==> config.mk <==
export PLATFORM = sky130hd
export DESIGN_NAME = clkgen_mode_ctrl
export DESIGN_NICKNAME = d
export VERILOG_FILES = /design/src/rtl/clkgen_pkg.sv /design/src/rtl/clkgen_pwr_fsm.sv /design/src/rtl/clkgen_cfg_latch.sv /design/src/rtl/clkgen_stop_timers.sv /design/src/rtl/clkgen_out_ctrl.sv /design/src/rtl/clkgen_mode_ctrl.sv
export SDC_FILE = /design/constraint.sdc
export NUM_CORES = 1
export LEC_CHECK = 0
export ABC_AREA = 1
export BUFFER_PORTS_ARGS = -buffer_cell sky130_fd_sc_hd__buf_2
export CAP_MARGIN = 20
export CORE_MARGIN = 5
export CORE_UTILIZATION = 30
export DETAILED_ROUTE_END_ITERATION = 6
export MAX_ROUTING_LAYER = met4
export PLACE_DENSITY = 0.56
export REMOVE_ABC_BUFFERS = 1
export SETUP_SLACK_MARGIN = 0.3
export SYNTH_ARGS = -nofsm -noshare
export SYNTH_HDL_FRONTEND = slang
export SYNTH_SLANG_ARGS = --single-unit
==> constraint.sdc <==
create_clock -name clk -period 1.8 [get_ports clk]
set_input_delay 0.09 -clock clk [delete_from_list [all_inputs] [get_ports clk]]
set_output_delay 0.09 -clock clk [all_outputs]
set_load 0.005 [all_outputs]
==> src/rtl/clkgen_pkg.sv <==
package clkgen_pkg;

  localparam int FB_W   = 5;
  localparam int PRE_W  = 2;
  localparam int MODE_W = 3;
  localparam int MULT_W = 2;

  typedef enum logic [1:0] {
    PS_DOWN = 2'd0,
    PS_OFF  = 2'd1,
    PS_RUN  = 2'd2
  } pstate_t;

  typedef enum logic [1:0] {
    SRC_NONE    = 2'd0,
    SRC_ALIGNED = 2'd1,
    SRC_PLL     = 2'd2,
    SRC_REF     = 2'd3
  } src_t;

  typedef struct packed {
    logic [FB_W-1:0]  fb;
    logic [PRE_W-1:0] pre;
  } div_pair_t;

  typedef struct packed {
    src_t src;
    logic hiz;
    logic err;
  } mode_dec_t;

  function automatic div_pair_t mult_to_div(input logic [MULT_W-1:0] m);
    div_pair_t d;
    case (m)
      2'b00:   begin d.fb = FB_W'(9);  d.pre = PRE_W'(2); end
      2'b01:   begin d.fb = FB_W'(6);  d.pre = PRE_W'(1); end
      2'b10:   begin d.fb = FB_W'(16); d.pre = PRE_W'(3); end
      default: begin d.fb = FB_W'(8);  d.pre = PRE_W'(1); end
    endcase
    return d;
  endfunction

  function automatic mode_dec_t decode_mode(input logic [MODE_W-1:0] c);
    mode_dec_t r;
    r.src = SRC_NONE;
    r.hiz = 1'b1;
    r.err = 1'b0;
    case (c)
      3'b000:        begin r.src = SRC_ALIGNED; r.hiz = 1'b0; end
      3'b100:        begin r.src = SRC_PLL;     r.hiz = 1'b0; end
      3'b110:        begin r.src = SRC_REF;     r.hiz = 1'b0; end
      3'b010, 3'b011: r.hiz = 1'b1;
      default:       r.err = 1'b1;
    endcase
    return r;
  endfunction

endpackage

==> src/rtl/clkgen_pwr_fsm.sv <==
module clkgen_pwr_fsm
  import clkgen_pkg::*;
(
  input  logic    clk,
  input  logic    rst_n,
  input  logic    pdn_n,
  input  logic    stop_n,
  output pstate_t state_q,
  output pstate_t state_d
);

  always_comb begin
    if (!pdn_n)       state_d = PS_DOWN;
    else if (!stop_n) state_d = PS_OFF;
    else              state_d = PS_RUN;
  end

  always_ff @(posedge clk or negedge rst_n) begin
    if (!rst_n) state_q <= PS_DOWN;
    else        state_q <= state_d;
  end

endmodule

==> src/rtl/clkgen_cfg_latch.sv <==
module clkgen_cfg_latch
  import clkgen_pkg::*;
#(
  parameter int MULT_SETTLE_CYC = 250000
) (
  input  logic              clk,
  input  logic              rst_n,
  input  pstate_t           state_q,
  input  logic [MODE_W-1:0] mode_sel,
  input  logic [MULT_W-1:0] mult_sel,
  output logic [MODE_W-1:0] mode_q,
  output div_pair_t         div,
  output logic              mode_ignored,
  output logic              mult_settled
);

  localparam int CW = $clog2(MULT_SETTLE_CYC + 1);
  localparam logic [CW-1:0] RELOAD = CW'(MULT_SETTLE_CYC);

  logic [MULT_W-1:0] mult_q;
  logic [CW-1:0]     cnt_q;
  logic              mult_new;
  logic              in_down;

  assign in_down  = (state_q == PS_DOWN);
  assign mult_new = (state_q == PS_RUN) && (mult_sel != mult_q);

  always_ff @(posedge clk or negedge rst_n) begin
    if (!rst_n) begin
      mode_q       <= '0;
      mode_ignored <= 1'b0;
    end else if (in_down) begin
      mode_q       <= mode_sel;
      mode_ignored <= 1'b0;
    end else if (mode_sel != mode_q) begin
      mode_ignored <= 1'b1;
    end
  end

  always_ff @(posedge clk or negedge rst_n) begin
    if (!rst_n)                mult_q <= '0;
    else if (state_q != PS_OFF) mult_q <= mult_sel;
  end

  always_ff @(posedge clk or negedge rst_n) begin
    if (!rst_n)                  cnt_q <= RELOAD;
    else if (in_down || mult_new) cnt_q <= RELOAD;
    else if (cnt_q != '0)         cnt_q <= cnt_q - 1'b1;
  end

  assign div          = mult_to_div(mult_q);
  assign mult_settled = !in_down && (cnt_q == '0);

endmodule

==> src/rtl/clkgen_stop_timers.sv <==
module clkgen_stop_timers
  import clkgen_pkg::*;
#(
  parameter int STOP_MAX_CYC    = 25000,
  parameter int ON_MIN_CYC      = 25,
  parameter int PH_SETTLE_TICKS = 20
) (
  input  logic    clk,
  input  logic    rst_n,
  input  pstate_t state_q,
  input  pstate_t state_d,
  input  logic    out_clk_tick,
  output logic    phase_settled,
  output logic    phase_lost
);

  localparam int SW = $clog2(STOP_MAX_CYC + 1);
  localparam int OW = $clog2(ON_MIN_CYC + 1);
  localparam int PW = $clog2(PH_SETTLE_TICKS + 1);
  localparam logic [SW-1:0] STOP_LIM = SW'(STOP_MAX_CYC);
  localparam logic [OW-1:0] ON_LIM   = OW'(ON_MIN_CYC);
  localparam logic [OW-1:0] ON_LAST  = OW'(ON_MIN_CYC - 1);
  localparam logic [PW-1:0] PH_LIM   = PW'(PH_SETTLE_TICKS);

  logic [SW-1:0] stop_cnt_q;
  logic [OW-1:0] on_cnt_q;
  logic [PW-1:0] ph_cnt_q;
  logic          stop_overrun;
  logic          early_restop;

  always_ff @(posedge clk or negedge rst_n) begin
    if (!rst_n)                     stop_cnt_q <= '0;
    else if (state_q != PS_OFF)     stop_cnt_q <= '0;
    else if (stop_cnt_q != STOP_LIM) stop_cnt_q <= stop_cnt_q + 1'b1;
  end

  always_ff @(posedge clk or negedge rst_n) begin
    if (!rst_n) on_cnt_q <= ON_LIM;
    else begin
      case (state_q)
        PS_DOWN: on_cnt_q <= ON_LIM;
        PS_OFF:  on_cnt_q <= '0;
        default: if (on_cnt_q != ON_LIM) on_cnt_q <= on_cnt_q + 1'b1;
      endcase
    end
  end

  always_ff @(posedge clk or negedge rst_n) begin
    if (!rst_n)                   ph_cnt_q <= PH_LIM;
    else if (state_q != PS_RUN)   ph_cnt_q <= PH_LIM;
    else if (out_clk_tick && ph_cnt_q != '0) ph_cnt_q <= ph_cnt_q - 1'b1;
  end

  assign stop_overrun = (state_q == PS_OFF) && (stop_cnt_q == STOP_LIM);
  assign early_restop = (state_q == PS_RUN) && (state_d == PS_OFF) && (on_cnt_q < ON_LAST);

  always_ff @(posedge clk or negedge rst_n) begin
    if (!rst_n)                           phase_lost <= 1'b0;
    else if (state_q == PS_DOWN)          phase_lost <= 1'b0;
    else if (stop_overrun || early_restop) phase_lost <= 1'b1;
  end

  assign phase_settled = (state_q == PS_RUN) && (ph_cnt_q == '0);

endmodule

==> src/rtl/clkgen_out_ctrl.sv <==
module clkgen_out_ctrl
  import clkgen_pkg::*;
(
  input  pstate_t           state_q,
  input  logic [MODE_W-1:0] mode_q,
  output src_t              src_sel,
  output logic              out_hiz,
  output logic              out_low,
  output logic              mode_err
);

  mode_dec_t dec;

  assign dec      = decode_mode(mode_q);
  assign mode_err = dec.err;

  always_comb begin
    src_sel = SRC_NONE;
    out_hiz = 1'b0;
    out_low = 1'b0;
    case (state_q)
      PS_DOWN: out_low = 1'b1;
      PS_OFF:  out_hiz = 1'b1;
      default: begin
        out_hiz = dec.hiz;
        src_sel = dec.hiz ? SRC_NONE : dec.src;
      end
    endcase
  end

endmodule

==> src/rtl/clkgen_mode_ctrl.sv <==
module clkgen_mode_ctrl
  import clkgen_pkg::*;
#(
  parameter int STOP_MAX_CYC    = 25000,
  parameter int ON_MIN_CYC      = 25,
  parameter int PH_SETTLE_TICKS = 20,
  parameter int MULT_SETTLE_CYC = 250000
) (
  input  logic              clk,
  input  logic              rst_n,
  input  logic              pdn_n,
  input  logic              stop_n,
  input  logic [MODE_W-1:0] mode_sel,
  input  logic [MULT_W-1:0] mult_sel,
  input  logic              out_clk_tick,
  output logic [1:0]        src_sel,
  output logic              out_hiz,
  output logic              out_low,
  output logic [FB_W-1:0]   fb_div,
  output logic [PRE_W-1:0]  pre_div,
  output logic [1:0]        pwr_state,
  output logic              phase_settled,
  output logic              mult_settled,
  output logic              phase_lost,
  output logic              mode_ignored,
  output logic              mode_err
);

  pstate_t           st_q, st_d;
  logic [MODE_W-1:0] mode_q;
  div_pair_t         div;
  src_t              src;

  clkgen_pwr_fsm u_fsm (
    .clk     (clk),
    .rst_n   (rst_n),
    .pdn_n   (pdn_n),
    .stop_n  (stop_n),
    .state_q (st_q),
    .state_d (st_d)
  );

  clkgen_cfg_latch #(
    .MULT_SETTLE_CYC (MULT_SETTLE_CYC)
  ) u_cfg (
    .clk          (clk),
    .rst_n        (rst_n),
    .state_q      (st_q),
    .mode_sel     (mode_sel),
    .mult_sel     (mult_sel),
    .mode_q       (mode_q),
    .div          (div),
    .mode_ignored (mode_ignored),
    .mult_settled (mult_settled)
  );

  clkgen_stop_timers #(
    .STOP_MAX_CYC    (STOP_MAX_CYC),
    .ON_MIN_CYC      (ON_MIN_CYC),
    .PH_SETTLE_TICKS (PH_SETTLE_TICKS)
  ) u_tmr (
    .clk           (clk),
    .rst_n         (rst_n),
    .state_q       (st_q),
    .state_d       (st_d),
    .out_clk_tick  (out_clk_tick),
    .phase_settled (phase_settled),
    .phase_lost    (phase_lost)
  );

  clkgen_out_ctrl u_out (
    .state_q  (st_q),
    .mode_q   (mode_q),
    .src_sel  (src),
    .out_hiz  (out_hiz),
    .out_low  (out_low),
    .mode_err (mode_err)
  );

  assign src_sel   = src;
  assign fb_div    = div.fb;
  assign pre_div   = div.pre;
  assign pwr_state = st_q;

endmodule

==> results.sh <==
export IMPL_fin_nets=472
export IMPL_firstDrtPassIters=4
export IMPL_p_int_mw=1.88
export IMPL_clk_path_buf_depth=2
export IMPL_cp_max_fo=3
export IMPL_crit_required_ns=1.71
export IMPL_synth_seq_cells=52
export IMPL_grt_ovfl_total=0
export IMPL_comb_power_share=0.174
export IMPL_vias_per_cell=4.54
export IMPL_final_util=0.387
export IMPL_cts_buffers_inserted=5
export IMPL_hold_viol=0
export IMPL_critical_path_cell_chain="inv_2, ha_4, nand2_4, nor2_8, nand3_4, nor2_4, buf_2"
export IMPL_p_clk_frac=0.331
export IMPL_clkSinkCount=52
export IMPL_maxSlewViolCount=0
export IMPL_die_y_um=111
export IMPL_r2r_slack_ns=0.31
export IMPL_io_pins=28
export IMPL_rsz0062_at_grt="yes"
export IMPL_clkTransAtPathRegs_ns=0.10
export IMPL_synth_seq_area_share=0.432
export IMPL_postSynthAreaPerCell_um2=7.95
export IMPL_crit_type="flop to primary output"
export IMPL_portBuffers=27
export IMPL_setup_tns_final_ns=0
export IMPL_antenna_found_initial=0
export IMPL_irDropWorstVdd_mv=0.362
export IMPL_p_seq_frac=0.494
export IMPL_cp_start_kind="flop"
export IMPL_final_common_cell="nand2_1"
export IMPL_drive_gt1_frac=0.291
export IMPL_critPathArrivalTime_ns=1.44
export IMPL_gp_congestion=0.820
export IMPL_p_sw_frac=0.273
export IMPL_drc=0
export IMPL_maxCapViolCount=0
export IMPL_start_util=0.310
export IMPL_period_share=0.851
export IMPL_synth_area_mm2=0.00304
export IMPL_fin_cells=583
export IMPL_num_vias=2646
export IMPL_power_total_mw=2.58
export IMPL_die_area_mm2=0.0123
export IMPL_antennaDiodeCount=0
export IMPL_synth_cell_types=35
export IMPL_status="completed"
export IMPL_finalSetupViolations=0
export IMPL_die_width_um=111
export IMPL_fin_hold_ws_ns=0.0197
export IMPL_wire_per_inst_um=11.9
export IMPL_row_count=36
export IMPL_grt_max_degree=34
export IMPL_hpwl_um=4550
export IMPL_period_needed_ns=1.53
export IMPL_htree_levels=2
export IMPL_powerDensity_mw_per_mm2=679
export IMPL_syn_inst=383
export IMPL_dp_cells=543
export IMPL_cts_tree="built"
export IMPL_drt_total_wl_um=6960
export IMPL_p_leak_nw=1.87
export IMPL_max_slew_worst_pin_slew_ns=0.482
export IMPL_drt_iter0_drc=147
export IMPL_grt_pass1_wl_um=11800
export IMPL_syn_to_final_growth_pct=24.9
export IMPL_timing_fmax_mhz=653
export IMPL_core_mm2=0.00982
export IMPL_gr_usage_all_layers=0.114
export IMPL_yosys_warnings=0
export IMPL_hold_class="input pin to flop"
export IMPL_layout_common_cells="nand2_1, inv_1, nor2_1, dfrtp_1, nand3_1"
export IMPL_worst_r2r_path_depth=9
export IMPL_switching_power_mw=0.704
export IMPL_synth_ff_type="dfrtp_1"
export IMPL_grt_pass1_vias=2534
export IMPL_fillerInstances=1036
export IMPL_skew_ns=0.00775
export IMPL_antenna_left=0
export IMPL_cp_slowest_stage_delay_ns=0.42
export IMPL_hold_depth=3
export IMPL_synth_edf_count=0
export IMPL_slew_headroom=0.678
export IMPL_endpoint_kind="primary output"
export IMPL_worstSkewPairLatency_ns=0.31
export IMPL_async_flop_share=1.00
export IMPL_clockRootBuffer="clkbuf_8"
export IMPL_critPathSlowestCell="dfrtp_1"
==> path summary, 6_finish.rpt <==
path | startpoint | end
min reg2reg | u_tmr.stop_cnt_q[10] | u_tmr.stop_cnt_q[10]
max in group asynchronous | rst_n | u_cfg.cnt_q[16]
max | u_cfg.cnt_q[0] | mult_settled
max reg2reg | u_cfg.cnt_q[4] | u_cfg.cnt_q[11]
min in group asynchronous | rst_n | u_tmr.stop_cnt_q[9]
min | mode_sel[1] | u_cfg.mode_q[1]
==> metal layers <==
layer | track usage | part of all wire | up-vias | wire length, µm
li1 | - | - | 1365 | -
met1 | 0.152 | 0.48 | 1240 | 3360
met2 | 0.181 | 0.48 | 35 | 3350
met3 | 0.0175 | 0.026 | 6 | 178
met4 | 0.0320 | 0.010 | 0 | 72
met5 | - | 0 | - | 0
==> kinds of logic (layout without fill, tap and decap cells) <==
| group | after synthesis | in the layout | synth area share |
|---|---|---|---|
| and+or+nand+nor | 204 | 206 | 0.332 |
| buffers and inverters | 60 | 125 | 0.0801 |
| DFF | 52 | 52 | 0.432 |
| AOI/OAI and AO/OA | 49 | 49 | 0.0876 |
| adders and majority gates | 13 | 13 | 0.0534 |
| xor gates and xnor gates | 5 | 5 | 0.0144 |
==> power by group through the flow <==
| stage | Combinational [mW] | Sequential, mW | Clock, mW |
|---|---|---|---|
| 2_1_floorplan | 0.243 | 1.29 | 0 |
| 3_3_place_gp | 0.364 | 1.30 | 0 |
| 3_5_place_dp | 0.369 | 1.30 | 0 |
| 4_1_cts | 0.415 | 1.27 | 0.891 |
| 5_1_grt | 0.516 | 1.28 | 0.935 |
| 6_report | 0.450 | 1.28 | 0.855 |
==> worst max-delay path, delay by kind of cell (launching register included) <==
kind	cells	cell delay, ns
DFF	1	0.42
buffers and inverters	2	0.21
adders and majority gates	1	0.14
and+or+nand+nor	4	0.37
==> synthesized netlist by cell type (5+ instances only) <==
library cell	number	area, µm²
or2_2	7	43.8
a21oi_1	14	70.1
dfrtp_1	40	1000
inv_1	53	199
nand4_1	11	68.8
ha_1	13	163
nand3_1	34	170
o21ai_0	24	120
nor2_1	53	199
nor2_2	5	31.3
nand2_1	68	255
nor3_1	5	25.0
dfstp_2	12	315
==> flip-flops by register name, indices dropped and copies added, names as in the netlist <==
name                cells
u_cfg.cnt_q            18
u_tmr.stop_cnt_q       15
u_tmr.on_cnt_q          5
u_tmr.ph_cnt_q          5
u_cfg.mode_q            3
u_cfg.mult_q            2
u_fsm.state_q           2
u_cfg.mode_ignored      1
u_tmr.phase_lost        1
==> per-stage QoR <==
stage / setup slack [ns] / cell area, µm²
finish: 0.267 / 3800
global route: 0.181 / 3800
CTS: 0.263 / 3700
detailed placement: 0.191 / 3360
global placement: 0.248 / 3360
floorplan: 0.366 / 3010
==> timing repair <==
| action | CTS | global route |
|---|---|---|
| gates cloned | 0 | 2 |
| setup buffers | 19 | 7 |
| resized for setup | 12 | 15 |
| hold endpoints to repair | 18 | 0 |
| hold buffers | 4 | 0 |
| pin swaps | 7 | 1 |
| setup endpoints to repair | 19 | 22 |
==> final cells by class <==
class	count	area (µm²)	share of cell area
clock buffers	6	82.6	0.0217
repair buffers	62	424	0.112
flip-flops and latches	52	1320	0.347
well taps	133	166	0.0438
inverters	55	208	0.0546
clock inverters	2	38.8	0.0102
multi-input cells	273	1560	0.411
Note: power is estimated with default switching activity, not from simulation.
